<file path="config.mk">
export PLATFORM = sky130hd
export DESIGN_NAME = supply_window_reg
export DESIGN_NICKNAME = d
export VERILOG_FILES = /design/src/rtl/supply_window_pkg.sv /design/src/rtl/swr_sync.sv /design/src/rtl/swr_fall_detect.sv /design/src/rtl/swr_switch_ctl.sv /design/src/rtl/supply_window_reg.sv
export SDC_FILE = /design/constraint.sdc
export NUM_CORES = 1
export LEC_CHECK = 0
export ABC_CLOCK_PERIOD_IN_PS = 1100
export BUFFER_PORTS_ARGS = -buffer_cell sky130_fd_sc_hd__clkbuf_2
export CORE_AREA = 2 2 39 41
export CTS_CLUSTER_DIAMETER = 100
export DETAILED_ROUTE_END_ITERATION = 7
export DIE_AREA = 0 0 41 43
export HOLD_SLACK_MARGIN = 0.02
export REMOVE_ABC_BUFFERS = 1
export SYNTH_ARGS = -nofsm -noshare
export SYNTH_HDL_FRONTEND = slang
export SYNTH_HIERARCHICAL = 1
export SYNTH_SLANG_ARGS = --single-unit
</file>
<file path="constraint.sdc">
create_clock -name clk -period 1.1 [get_ports clk]
set_input_delay 0.165 -clock clk [delete_from_list [all_inputs] [get_ports clk]]
set_output_delay 0.165 -clock clk [all_outputs]
set_load 0.01 [all_outputs]
</file>
<file path="src/rtl/supply_window_pkg.sv">
// Shared types for the two-point supply regulator.
// Assumes: threshold flags are active high and already synchronous to clk.
package supply_window_pkg;

    // Supply band as seen by the regulator, listed in priority order.
    typedef enum logic [1:0] {
        BAND_FORCE = 2'd0,  // above immediate-on threshold
        BAND_ON    = 2'd1,  // above turn-on threshold
        BAND_OFF   = 2'd2,  // below turn-off threshold
        BAND_HOLD  = 2'd3   // hysteresis band
    } supply_band_t;

    // Map the three flags to a band; conflicting flags resolve by priority.
    function automatic supply_band_t classify_band(
        input logic above_force,
        input logic above_on,
        input logic below_off
    );
        if (above_force)     return BAND_FORCE;
        else if (above_on)   return BAND_ON;
        else if (below_off)  return BAND_OFF;
        else                 return BAND_HOLD;
    endfunction

endpackage

</file>
<file path="src/rtl/swr_sync.sv">
// Multi-stage synchronizer for an asynchronous single-bit input.
// Assumes: STAGES >= 1; the synchronized value resets to 0.
module swr_sync #(
    parameter int STAGES = 2
) (
    input  logic clk,
    input  logic rst_n,
    input  logic async_in,
    output logic sync_out
);

    logic [STAGES-1:0] chain_q;

    generate
        if (STAGES == 1) begin : g_single
            // Capture the input into the only stage.
            always_ff @(posedge clk) begin
                if (!rst_n) chain_q <= '0;
                else        chain_q <= async_in;
            end
        end else begin : g_multi
            // Shift the input through the stage chain.
            always_ff @(posedge clk) begin
                if (!rst_n) chain_q <= '0;
                else        chain_q <= {chain_q[STAGES-2:0], async_in};
            end
        end
    endgenerate

    assign sync_out = chain_q[STAGES-1];

endmodule

</file>
<file path="src/rtl/swr_fall_detect.sv">
// Falling-edge detector that compares the current sample with a registered copy.
// Assumes: sample_in is synchronous to clk; the stored copy resets to 0.
module swr_fall_detect (
    input  logic clk,
    input  logic rst_n,
    input  logic sample_in,
    output logic fall_pulse
);

    logic prev_q;

    // Keep the previous sample of the synchronized command.
    always_ff @(posedge clk) begin
        if (!rst_n) prev_q <= 1'b0;
        else        prev_q <= sample_in;
    end

    assign fall_pulse = prev_q & ~sample_in;

endmodule

</file>
<file path="src/rtl/swr_switch_ctl.sv">
// Pass-switch state register with band-dependent update rules.
// Forcing band closes at once; other bands act only on an edge pulse;
// disable clears the switch on the next clock.
// Assumes: flags are synchronous to clk and are read in the edge cycle.
module swr_switch_ctl
    import supply_window_pkg::*;
(
    input  logic clk,
    input  logic rst_n,
    input  logic enable,
    input  logic above_force,
    input  logic above_on,
    input  logic below_off,
    input  logic edge_pulse,
    output logic switch_on
);

    supply_band_t band;
    logic         sw_d;
    logic         sw_q;

    // Classify the present supply band from the flags.
    always_comb band = classify_band(above_force, above_on, below_off);

    // Select the next switch state from enable, band and edge.
    always_comb begin
        sw_d = sw_q;
        if (!enable) begin
            sw_d = 1'b0;
        end else if (band == BAND_FORCE) begin
            sw_d = 1'b1;
        end else if (edge_pulse) begin
            case (band)
                BAND_ON:  sw_d = 1'b1;
                BAND_OFF: sw_d = 1'b0;
                default:  sw_d = sw_q;
            endcase
        end
    end

    // Hold the switch state.
    always_ff @(posedge clk) begin
        if (!rst_n) sw_q <= 1'b0;
        else        sw_q <= sw_d;
    end

    assign switch_on = sw_q;

endmodule

</file>
<file path="src/rtl/supply_window_reg.sv">
// Two-point supply regulator top: synchronizes the low-side gate command,
// finds its falling edge and updates the pass-switch command.
// Assumes: low_gate_cmd is asynchronous; all other inputs are synchronous.
module supply_window_reg #(
    parameter int SYNC_STAGES = 2
) (
    input  logic clk,
    input  logic rst_n,
    input  logic op_mode_en,
    input  logic supply_above_force,
    input  logic supply_above_on,
    input  logic supply_below_off,
    input  logic low_gate_cmd,
    output logic pass_sw_on
);

    logic gate_sync;
    logic gate_fall;

    swr_sync #(
        .STAGES(SYNC_STAGES)
    ) u_sync (
        .clk      (clk),
        .rst_n    (rst_n),
        .async_in (low_gate_cmd),
        .sync_out (gate_sync)
    );

    swr_fall_detect u_fall (
        .clk        (clk),
        .rst_n      (rst_n),
        .sample_in  (gate_sync),
        .fall_pulse (gate_fall)
    );

    swr_switch_ctl u_ctl (
        .clk         (clk),
        .rst_n       (rst_n),
        .enable      (op_mode_en),
        .above_force (supply_above_force),
        .above_on    (supply_above_on),
        .below_off   (supply_below_off),
        .edge_pulse  (gate_fall),
        .switch_on   (pass_sw_on)
    );

endmodule

</file>
Word-level counts from Yosys, hierarchy flattened:

Index checks and enable logic that the tools add are counted.

* register bits: 4
* latch bits: 0
* RAM bits: 0
* memory bits (read-only): 0
* input port bits: 7
* output and inout port bits: 1
* memories: 0

* add/subtract/negate cells: 0
* multiply operators: 0
* divide/modulo/power cells: 0
* $lt $le $gt $ge: 0
* equality and inequality tests: 2
* shift operators: 0
* mux-type cells: 6
* bitwise logic cells: 2
* reductions and logical operators: 5

Operators by type and width (number)
* $mux W2: 2
* $reduce_and A2 Y1: 2
* $mux W1: 3
* $reduce_bool A3 Y1: 1
* $eq A2 B1 Y1 const B: 1
* $eq A2 B2 Y1 const B: 1
* $logic_not A2 Y1: 1
* $pmux W1 S2: 1
* $reduce_bool A2 Y1: 1
* $and A1 B1 Y1: 1
* $not A1 Y1: 1

Longest topological paths before layout:

* depth after elaboration: 7
* depth in mapped cells: 3

Hierarchy:

The synthesis kept the hierarchy.

By module, submodules not included
* swr_sync: times used 1, cells each 4, area each 52.6 sq um, sequential area each 40.0 sq um
* swr_switch_ctl: times used 1, cells each 5, area each 43.8 sq um, sequential area each 20.0 sq um
* swr_fall_detect: times used 1, cells each 3, area each 36.3 sq um, sequential area each 20.0 sq um

Worst setup path after synthesis:

OpenSTA, ideal clock, no wires.

* path type: register to register
* from: reg u_sync.chain_q[1]
* to: reg u_ctl.sw_q, in the netlist u_ctl/switch_on
* library setup time: 0.070 ns
* arrival: 0.787 ns
* setup slack: 0.244 ns
* cell stages (with the launch flop): 4
* buffers on the path: 0
* cells stage by stage: dfxtp_1 -> and2b_2 -> a21bo_1 -> a21oi_1

* cells in the longest elaborated chain, start to end: 4

RTL lines
* start: declaration: line swr_sync.sv:12 `logic [STAGES-1:0] chain_q;`
* start signal: assignment: line swr_sync.sv:25 `else chain_q <= {chain_q[STAGES-2:0], async_in};`
* $not A1 Y1: line swr_fall_detect.sv:18 `assign fall_pulse = prev_q & ~sample_in;`
* $and A1 B1 Y1: line swr_fall_detect.sv:18
* net gate_fall: line supply_window_reg.sv:18 `logic gate_fall;`
* $reduce_bool A2 Y1 (no line)
* $reduce_and A2 Y1 (no line)
* end signal: assignment: line swr_switch_ctl.sv:44 `else sw_q <= sw_d;`
* end: declaration: line swr_switch_ctl.sv:20 `logic sw_q;`

The timed path passes the listed nets, and every way through them passes these cells.
A chain may end at the register's enable or synchronous reset.

Worst setup path after layout:

Same ends and word-level chain as after synthesis.

==> out/results.tsv <==
stage	metric	value	unit
drt	Vias/cell	2.87	
sta	final hold viol count	0	
layout	diode count	0	
sta	slew at the pin with the worst max-slew slack	113	ps
drt	Remaining DRCs	0	
yosys	register area share after synthesis	60.4	%
sta	Tcrit/Tclk final	82.5	%
clock_tree	clk root buf	clkbuf_4	
place	port bufs	7	
grt	first-pass GRT wire length	303	um
sta	Worst Setup Slack, final	192	ps
clock_tree	CTS tree	built	
drt	detailed-route via count	109	
clock_tree	H-tree depth	1	
floorplan	IO Pins	8	
drt	1st-iter DRT viols	1	
worst_setup_path	Critical Path Sink Type	flip-flop	
sta	relative max-transition margin	92.4	%
sta	fmax	1.10	GHz
sta	Worst Skew	1.30	ps
clock_tree	hold buffer count at cts	0	
clock_tree	CTS sink cnt	4	
drt	Detailed Routing Iterations Pass 1	2	
yosys	Synth area leader	dfxtp_1	
drt	wire length per cell	6.00	um
grt	initial antenna violation count	0	
clock_tree	Worst-Skew Late Latency	230	ps
sta	unrepaired setup endpoints after global routing	no	
yosys	synth top area cells	dfxtp_1 (60%), and2_1 (9.4%), a21bo_1 (7.5%), a21oi_1 (7.5%), and2b_2 (6.6%)	
clock_tree	Setup Fix Bufs, Post-CTS	0	
layout	Nets	31	
place	dpl ws	195	ps
floorplan	Rows	14	
yosys	area share of the largest cell type after synthesis	60.4	%
place	placer congestion estimate	0.509	
job	max-cap viol count	0	
pwr	pwr dens	1690	mW/mm2
sta	setup_tns	0	ps
worst_hold_path	Hold Crit Class	input port to flip-flop	
worst_setup_path	CP Max Fanout	2	
sta	Max Slew Vio Count	0	
worst_setup_path	critical path class	flip-flop to flip-flop	
yosys	Yosys cell types	7	
worst_setup_path	Crit path required time	1270	ps
pwr	LEAKAGE	0.000102	uW
floorplan	die area	0.00176	mm2
worst_setup_path	startpoint class of the critical path	flip-flop	
clock_tree	Worst-path clk slew	40	ps
floorplan	die span in x	41	um
grt	number of global-route vias before repair	78	
clock_tree	PostCTS Resize Cnt	0	
drt	ANT nets after route	0	
yosys	Syn. warnings	6	
grt	Global Route Usage Sum	3.81	%
grt	largest net degree at the start of global routing	5	
layout	Area Overhead vs Synth	58.5	%
yosys	Synth Instances	12	
pwr	maximum vdd drop	613	uV
layout	ratio of cells with drive above 1 in the final layout	54.5	%
yosys	synthesized area	133	um2
yosys	Seq cells post-synth	4	
worst_setup_path	R2R setup slack	190	ps
floorplan	Initial Utilization	9.58	%
layout	commonest non-fill, non-tap cells in the layout	clkbuf_2 (7), dfxtp_1 (4), clkbuf_4 (3), a21oi_1 (2), and2_1 (2)	
floorplan	Core Area	0.00138	mm2
drt	Routed WL	228	um
layout	commonest non-fill, non-tap cell in the layout	clkbuf_2	
sta	final worst path period need	908	ps
clock_tree	Longest Clk Path Bufs	2	
worst_setup_path	Arr. time, crit path	1070	ps
floorplan	Die H	43	um
clock_tree	total CTS buffers	3	
yosys	Avg Cell Area, Syn	11.1	um2
grt	grt ovf	0	
outcome	status	completed	
sta	# setup viols final	0	
## per-layer routing
metal	wire length, um	share of wire [%]	global-route usage [%]
met1	102	45	3.51
met2	61	27	1.88
met3	64	28	9.42
met4	0	0	2.00
met5	0	0	0
## registers in the layout (all words and copies together), names as in the netlist
name / count
u_ctl/switch_on: 1
u_fall/prev_q: 1
u_sync/chain_q: 2
## cell type report
type / count / area [um2]
well taps: 16 / 20.0
clock buffers: 3 / 22.5
fillers: 155 / 1170
flip-flops and latches: 4 / 80.1
multi-input cells: 8 / 52.6
repair buffers: 7 / 35.0
## path summary, 6_finish.rpt
check        cells past startpoint                end               from
min                              3    u_ctl/switch_on         op_mode_en
min reg2reg                      1  u_sync/chain_q[1]  u_sync/chain_q[0]
max reg2reg                      3    u_ctl/switch_on  u_sync/chain_q[1]
max                              3    u_ctl/switch_on  u_sync/chain_q[1]
## kinds of logic (layout without fill, tap and decap cells)
family	Yosys count	count (layout)	share of synthesized area, %
buffers and inverters	0	10	0
AND/OR/NAND/NOR	5	5	24.5
flip-flops	4	4	60.4
AO/OA/AOI/OAI	3	3	15.1
## worst max-delay path, cell delays in order, from the launching register on
cell,delay (ps)
dfxtp_1,310
and2b_2,220
a21bo_1,190
a21oi_1,120
## metrics by stage
step / std cells / power [uW] / utilization (%) / hold slack, ps / area, um2
finish: 38 / 355 / 15.2 / 129 / 210
CTS: 38 / 371 / 15.2 / 117 / 210
floorplan: 12 / 165 / - / 281 / 133
global route: 38 / 388 / 15.2 / 127 / 210
detailed placement: 35 / 179 / 13.6 / 368 / 188
global placement: 35 / 178 / 13.6 / 365 / 188
## synthesized netlist by cell type
| master | instances |
|---|---|
| and2_1 | 2 |
| and2b_2 | 1 |
| dfxtp_1 | 4 |
| and2_2 | 1 |
| a21bo_1 | 1 |
| nand2_1 | 1 |
| a21oi_1 | 2 |
## power by group
group	switching (uW)	total, uW	leakage (uW)	internal, uW
clock network	56.6	178	0.0000138	122
registers	1.66	154	0.0000329	152
logic	7.90	22.6	0.0000548	14.7
Note: power is estimated with default switching activity, not from simulation.
